$ cat config.mk
export PLATFORM = sky130hd
export DESIGN_NAME = nibble_reader
export DESIGN_NICKNAME = d
export VERILOG_FILES = /design/src/rtl/nrd_pkg.sv /design/src/rtl/nrd_sync.sv /design/src/rtl/nrd_settle.sv /design/src/rtl/nrd_pack.sv /design/src/rtl/nibble_reader.sv
export SDC_FILE = /design/constraint.sdc
export NUM_CORES = 1
export LEC_CHECK = 0
export ABC_AREA = 1
export BUFFER_PORTS_ARGS = -buffer_cell sky130_fd_sc_hd__buf_2
export CAP_MARGIN = 30
export CORE_MARGIN = 10
export CORE_UTILIZATION = 45
export CTS_CLUSTER_DIAMETER = 80
export DETAILED_ROUTE_END_ITERATION = 12
export PLACE_DENSITY = 0.65
export SETUP_SLACK_MARGIN = 0.05
export SYNTH_ARGS = -nofsm -noshare
export SYNTH_HDL_FRONTEND = slang
export SYNTH_SLANG_ARGS = --single-unit
$ cat constraint.sdc
create_clock -name clk -period 3.43 [get_ports clk]
set_clock_uncertainty 0.05 [all_clocks]
set_input_delay 0.343 -clock clk [delete_from_list [all_inputs] [get_ports clk]]
set_output_delay 0.343 -clock clk [all_outputs]
set_load 0.02 [all_outputs]
$ cat src/rtl/nrd_pkg.sv
package nrd_pkg;
   typedef enum logic [1:0] {
      ST_IDLE = 2'd0,
      ST_LOW  = 2'd1,
      ST_HIGH = 2'd2
   } rd_state_e;
endpackage

$ cat src/rtl/nrd_sync.sv
module nrd_sync #(
   parameter int W      = 4,
   parameter int STAGES = 2
) (
   input  logic         clk,
   input  logic         rst_n,
   input  logic [W-1:0] d_i,
   output logic [W-1:0] q_o
);
   generate
      if (STAGES == 0) begin : g_pass
         assign q_o = d_i;
      end else begin : g_chain
         logic [STAGES-1:0][W-1:0] chain_q;
         always_ff @(posedge clk or negedge rst_n) begin
            if (!rst_n) begin
               chain_q <= '0;
            end else begin
               chain_q[0] <= d_i;
               for (int i = 1; i < STAGES; i++) chain_q[i] <= chain_q[i-1];
            end
         end
         assign q_o = chain_q[STAGES-1];
      end
   endgenerate
endmodule

$ cat src/rtl/nrd_settle.sv
module nrd_settle #(
   parameter int CNT_W = 8
) (
   input  logic             clk,
   input  logic             rst_n,
   input  logic             load_i,
   input  logic [CNT_W-1:0] val_i,
   output logic             done_o
);
   logic [CNT_W-1:0] cnt_q;

   always_ff @(posedge clk or negedge rst_n) begin
      if (!rst_n)              cnt_q <= '0;
      else if (load_i)         cnt_q <= val_i;
      else if (cnt_q != '0)    cnt_q <= cnt_q - 1'b1;
   end

   assign done_o = (cnt_q == '0);

   AST_CNT_STAYS_ZERO: assert property (@(posedge clk) disable iff (!rst_n)
      (done_o && !load_i) |=> done_o);
   AST_CNT_LOADS: assert property (@(posedge clk) disable iff (!rst_n)
      load_i |=> (cnt_q == $past(val_i)));
endmodule

$ cat src/rtl/nrd_pack.sv
module nrd_pack #(
   parameter int                  NIB_W    = 4,
   parameter logic [2*NIB_W-1:0]  INV_MASK = 'h88
) (
   input  logic [NIB_W-1:0]   lo_i,
   input  logic [NIB_W-1:0]   hi_i,
   output logic [2*NIB_W-1:0] byte_o
);
   assign byte_o = {hi_i, lo_i} ^ INV_MASK;
endmodule

$ cat src/rtl/nibble_reader.sv
module nibble_reader
   import nrd_pkg::*;
#(
   parameter int                 NIB_W       = 4,
   parameter int                 SET_W       = 8,
   parameter int                 SYNC_STAGES = 2,
   parameter logic [2*NIB_W-1:0] INV_MASK    = 'h88
) (
   input  logic                 clk,
   input  logic                 rst_n,
   input  logic                 start_i,
   input  logic [SET_W-1:0]     settle_i,
   input  logic [NIB_W-1:0]     stat_i,
   output logic                 sel_o,
   output logic                 busy_o,
   output logic                 valid_o,
   output logic [2*NIB_W-1:0]   byte_o
);
   localparam int BYTE_W = 2 * NIB_W;

   generate
      if (NIB_W < 1) begin : g_bad_nib
         $error("NIB_W must be at least 1");
      end
      if (SET_W < 1) begin : g_bad_set
         $error("SET_W must be at least 1");
      end
      if (SYNC_STAGES < 0 || SYNC_STAGES > 4) begin : g_bad_sync
         $error("SYNC_STAGES must be within 0..4");
      end
   endgenerate

   rd_state_e          state_q;
   logic [SET_W-1:0]   settle_q;
   logic [NIB_W-1:0]   lo_q;
   logic [NIB_W-1:0]   stat_s;
   logic [BYTE_W-1:0]  packed_w;
   logic [BYTE_W-1:0]  byte_q;
   logic               sel_q;
   logic               valid_q;
   logic               cnt_load;
   logic               cnt_done;
   logic [SET_W-1:0]   cnt_val;

   nrd_sync #(.W(NIB_W), .STAGES(SYNC_STAGES)) u_sync (
      .clk(clk), .rst_n(rst_n), .d_i(stat_i), .q_o(stat_s)
   );

   assign cnt_load = ((state_q == ST_IDLE) && start_i) ||
                     ((state_q == ST_LOW) && cnt_done);
   assign cnt_val  = (state_q == ST_IDLE) ? settle_i : settle_q;

   nrd_settle #(.CNT_W(SET_W)) u_settle (
      .clk(clk), .rst_n(rst_n), .load_i(cnt_load), .val_i(cnt_val),
      .done_o(cnt_done)
   );

   nrd_pack #(.NIB_W(NIB_W), .INV_MASK(INV_MASK)) u_pack (
      .lo_i(lo_q), .hi_i(stat_s), .byte_o(packed_w)
   );

   always_ff @(posedge clk or negedge rst_n) begin
      if (!rst_n) begin
         state_q  <= ST_IDLE;
         settle_q <= '0;
         lo_q     <= '0;
         byte_q   <= '0;
         sel_q    <= 1'b1;
         valid_q  <= 1'b0;
      end else begin
         valid_q <= 1'b0;
         unique case (state_q)
            ST_IDLE: begin
               if (start_i) begin
                  settle_q <= settle_i;
                  sel_q    <= 1'b1;
                  state_q  <= ST_LOW;
               end
            end
            ST_LOW: begin
               if (cnt_done) begin
                  lo_q    <= stat_s;
                  sel_q   <= 1'b0;
                  state_q <= ST_HIGH;
               end
            end
            ST_HIGH: begin
               if (cnt_done) begin
                  byte_q  <= packed_w;
                  valid_q <= 1'b1;
                  sel_q   <= 1'b1;
                  state_q <= ST_IDLE;
               end
            end
            default: state_q <= ST_IDLE;
         endcase
      end
   end

   assign sel_o   = sel_q;
   assign busy_o  = (state_q != ST_IDLE);
   assign valid_o = valid_q;
   assign byte_o  = byte_q;

   AST_SEL_HI_IDLE: assert property (@(posedge clk) disable iff (!rst_n)
      !busy_o |-> sel_o);
   AST_SEL_FALL_IN_READ: assert property (@(posedge clk) disable iff (!rst_n)
      $fell(sel_o) |-> busy_o);
   AST_START_TAKES: assert property (@(posedge clk) disable iff (!rst_n)
      (!busy_o && start_i) |=> (busy_o && sel_o));
   AST_VALID_ENDS_READ: assert property (@(posedge clk) disable iff (!rst_n)
      valid_o |-> (!busy_o && $past(busy_o)));
   AST_VALID_PULSE: assert property (@(posedge clk) disable iff (!rst_n)
      valid_o |=> !valid_o);
   AST_SETTLE_HELD: assert property (@(posedge clk) disable iff (!rst_n)
      (busy_o && $past(busy_o)) |-> $stable(settle_q));
endmodule

### Word-level counts from Yosys, hierarchy flattened

Cells that the tools add are included.

* add/subtract/negate cells: 1
* equal/unequal tests: 5
* muxes and demuxes: 13
* bitwise logic cells: 1
* reductions and logical operators: 14

Operator list (count)
* 8-bit 2-to-1 mux: 3
* 8-bit zero test: 1
* 8-bit nonzero test: 1
* 8-bit by 1-bit subtractor with 8-bit output, second input constant: 1
* 2-bit 2-to-1 mux: 3
* 2-bit != test, second input constant: 3
* 2-bit one-hot mux with 3 select lines: 1
* 2-bit AND reduction: 3
* 1-bit 2-to-1 mux: 5
* 4-bit AND reduction: 1
* 2-bit nonzero test: 2
* 1-bit one-hot mux with 3 select lines: 1
* 3-bit AND reduction: 1
* 3-bit nonzero test: 1
* 2-bit by 1-bit equality test with 1-bit output, second input constant: 1
* 2-bit equality test, second input constant: 1
* 1-bit logical AND: 2
* 2-bit zero test: 1
* 2-bit inverter: 1
* 1-bit logical OR: 1

* register bits after elaboration: 40
* bits of input ports: 15
* output and inout bits: 11
* logic and storage cells: 43

### Logic depth before layout (Yosys ltp)

* word-level depth: 4
* mapped depth: 10
* depth with buffers taken out: 10

### Modules after synthesis

Synthesis repeated with hierarchy kept, for this count alone.

* cells, all modules: 219
* area, all modules: 1865.5 um^2

By module, submodules not included
* nibble_reader: times used 1, cells each 128, area each 1069.8 um^2, seq. area each 601.8 um^2
* nrd_settle: times used 1, cells each 71, area each 513.0 um^2, seq. area each 200.2 um^2
* nrd_sync: times used 1, cells each 12, area each 230.2 um^2, seq. area each 200.2 um^2
* nrd_pack: times used 1, cells each 8, area each 52.6 um^2, seq. area each 0.0 um^2

### Worst setup path after synthesis

Ideal clock, no wire load.

* path kind: register to register
* start: register u_settle.cnt_q[0]
* end: register u_settle.cnt_q[7]
* library setup time: 0.116 ns
* arrival: 1.256 ns
* required time: 3.264 ns
* setup slack: 2.008 ns
* stages on the path, launching flop included: 11
* buffers on the path: 1
* clock period less this slack: 1.422 ns
* cells stage by stage: dfrtp_1 > inv_1 > ha_1 > nand2_1 > nor2_4 > nand3_4 > nand2_4 > buf_12 > nand2_2 > nand2_2 > nor2_2

* word-level cells in the longest chain between the ends: 4
* elaborated cells on any way between the ends: 8
* classes of those cells: add/sub: 1; mux: 2; reduce/logical: 5

Ends and longest elaborated chain
* from (decl): RTL line nrd_settle.sv:10 `logic [CNT_W-1:0] cnt_q;`
* from (signal assigned): RTL line nrd_settle.sv:14 `else if (load_i) cnt_q <= val_i;`
* from (signal assigned): RTL line nrd_settle.sv:15 `else if (cnt_q != '0) cnt_q <= cnt_q - 1'b1;`
* branches (longest 4 deep; another with 8-bit by 1-bit subtractor with 8-bit output)

Several ways; the timed one is not identified. The select of a mux whose other input is x is not followed.
A chain may end at the register's enable or synchronous reset.

### Final worst setup path

* start: register state_q[0]
* end: output busy_o

* word-level cells in the longest chain between the ends: 1

Ends and longest elaborated chain
* from (decl): RTL line nibble_reader.sv:33 `rd_state_e state_q;`
* from (signal assigned): RTL line nibble_reader.sv:64 `state_q <= ST_IDLE;`
* from (signal assigned): RTL line nibble_reader.sv:77 `state_q <= ST_LOW;`
* from (signal assigned): RTL line nibble_reader.sv:84 `state_q <= ST_HIGH;`
* 2-bit nonzero test: RTL line nibble_reader.sv:101 `assign busy_o = (state_q != ST_IDLE);`
* to (decl): RTL line nibble_reader.sv:15 `output logic busy_o,`

No other way between the ends.

==> flow_summary.toml <==
[route]
via_count = 1266
avgRoutedWirePerCell_um = 11.53
viasPerCell = 4.442
ant_nets = 0
detail_route.first_pass.iterations = 4
drtIter0Drc = 81
wirelength_mm = 3.286
drc = 0

[setup_path]
r2r_end = "byte_o[0]"
crit-reg2reg-launch = "u_settle.cnt_q[0]"
cp.arrival_ps = 1280
path_max_fanout = 18
startpoint_type = "flip-flop"
end_kind = "output port"
reg2regPathDepth = 8
required_ps = 3040
r2r_setup_slack_ps = 1830
critPathKind = "reg -> out"

[timing]
min_period_ps = 1670
hold_ws_ps = 101.9
fmax_ghz = 0.5989
rsz0062_at_grt = "false"
worstMarginPinSlew_ps = 853.4
final-hold-violation-count = 0
setup_ws_ps = 1760
setup_viol = 0
tns_ps = 0
slew_headroom_pct = 43.11
slew_viol_final = 0
fin_crit_sh_pct = 48.68

[synthesis]
ys_types = 22
yosysMostFrequentCell = "nand2_1"
synth_xor_area_share_pct = 0.4723
synthCells = 206
syn_area_um2 = 1854
yosys_most_used_dff = "dfrtp_1"
synth_top_family_by_area = "simple AND/OR/NAND/NOR gates"
synth_common_cells = "nand2_1 (59), dfrtp_1 (39), inv_1 (25), o21ai_0 (24), nand3_1 (12)"
yosys.area.top_type = "dfrtp_1"
async_flop_share_pct = 100.0
synth_top_area_share_pct = 52.63
syn_avg_cell_area_um2 = 9.001
yosys.area_share.simple_pct = 26.11
synth_nets = 223
synthMuxAreaShare_pct = 0
yosys_warnings = 0
synthTopCellsByArea = "dfrtp_1 (53%), nand2_1 (12%), o21ai_0 (6.5%), inv_1 (5.1%), nand3_1 (3.2%)"
synthAdderAreaFrac_pct = 1.350
synth_compound_area_share_pct = 9.582
synth-seq-cells = 40
yosysSeqAreaShare_pct = 54.05
synth_edf_count = 0

[cts]
root_buffer = "clkbuf_8"
cts_hold_buf = 0
numCtsBuffers = 5
post_cts.repair.setup_buffers = 0
clockBufferDepth = 2
clk_pin_slew_ps = 70
insertion_delay_ps = 290
cts.repair.resized = 0
htreeDepth = 2
cts_tree = "built"
cts.sinks = 40

[global_route]
grt_pass1_vias = 1208
track_usage_pct = 9.863
grt_max_degree = 41
grt_antenna_before_repair = 0
grt_first_pass_wirelength_mm = 5.637
grt_remaining_overflow = 0

[worst_hold_path]
min_path_type = "in -> reg"
min_delay_worst_endpoint = "u_sync.g_chain.chain_q[0]"
hold_path_depth = 1
min_from = "stat_i[0]"

[floorplan]
row_count = 23
initial_utilization_pct = 46.36
ios = 26
die_height_um = 84.19
dieArea_um2 = 7088
core_area_um2 = 4000
die_x_um = 84.19

[cells_and_area]
num-nets-final = 251
multi_input_area_um2 = 695.7
diodes = 0
areaGrowthSynthToFinish_pct = 13.02
regArea_um2 = 1002
fin_util_pct = 52.39
n_fill_cell = 392
drive_gt1_share_pct = 26.81

[pwr]
ir_worst_vdd_mv = 0.3101
power.density_nw_per_um2 = 391.0
power.leakage_nw = 1.084

[place]
gp_congestion = 0.7601
dp_hpwl_mm = 2.493
port_buffers = 25
pre_cts_slack_ps = 1833

[status]
status = "finished, final reports clean"

[run]
maxCapViolations = 0
kinds of logic after synthesis:
family	count (synthesis)
simple gates	98
flops	40
buf+inv	34
compound gates	31
fa+ha+maj	2
xor+xnor	1
placed cells by master (no fill, tap or decap):
| master | n |
|---|---|
| o21ai_0 | 24 |
| o21ai_2 | 6 |
| inv_2 | 5 |
| nand2_1 | 59 |
| clkbuf_8 | 6 |
| nand3_1 | 12 |
| nand3_4 | 1 |
| dfrtp_1 | 39 |
| dfstp_2 | 1 |
| inv_1 | 25 |
| nor2_1 | 7 |
| nand2_4 | 4 |
| nor2_4 | 4 |
| ha_1 | 2 |
| a21oi_1 | 1 |
| nor2_2 | 3 |
| nand2_2 | 6 |
| xor2_1 | 1 |
| nand4_1 | 2 |
| buf_2 | 25 |
| clkinvlp_4 | 2 |
worst max-delay path, stage by stage, from the launching register on:
cell and delay (ps):
dfrtp_1 430, nor2_4 330, inv_1 70, buf_2 160
state kept, by name (all words and copies together), names as in the netlist:
name,flops
u_sync.q_o,4
sel_o,1
lo_q,4
valid_o,1
state_q,2
u_settle.cnt_q,8
u_sync.g_chain.chain_q,4
settle_q,8
byte_o,8
per-layer routing:
metal / routed length (µm) / vias up / track usage (%)
li1: - / 697 / -
met1: 1716 / 540 / 13.27
met2: 1335 / 23 / 12.86
met3: 155 / 6 / 3.768
met4: 79 / 0 / 5.936
met5: 0 / - / 0
final cells by class:
class / count / area share, %
Clock buffer: 6 / 3.940
Inverter: 30 / 5.373
Clock inverter: 2 / 0.7164
Timing Repair Buffer: 25 / 5.970
Sequential cell: 40 / 47.82
Multi-Input combinational cell: 132 / 33.19
Tap cell: 50 / 2.985
worst max path at each step:
stage | from | to | slack, ps | cells after the start
finish | state_q[0] | busy_o | 1760 | 3
global route | state_q[0] | busy_o | 1640 | 3
CTS | state_q[0] | busy_o | 1740 | 3
detailed placement | u_settle.cnt_q[0] | byte_o[0] | 1830 | 8
global placement | u_settle.cnt_q[0] | byte_o[2] | 1860 | 8
floorplan | u_settle.cnt_q[0] | u_settle.cnt_q[7] | 2010 | 10
through the flow:
| stage | cells | power, W | cell area [µm²] |
|---|---|---|---|
| floorplan | 206 | 0.0004880 | 1854 |
| global placement | 277 | 0.0005070 | 1998 |
| detailed placement | 277 | 0.0005071 | 1998 |
| finish | 285 | 0.0008194 | 2096 |
| global route | 285 | 0.0008545 | 2096 |
| CTS | 285 | 0.0008336 | 2096 |
power breakdown:
group / switching, W / internal [W] / leakage (nW)
registers: 0.00000138 / 0.000476 / 0.470
logic: 0.0000134 / 0.00000594 / 0.570
clock network: 0.000160 / 0.000163 / 0.0434
No activity file was read; power rests on OpenSTA's default activity.
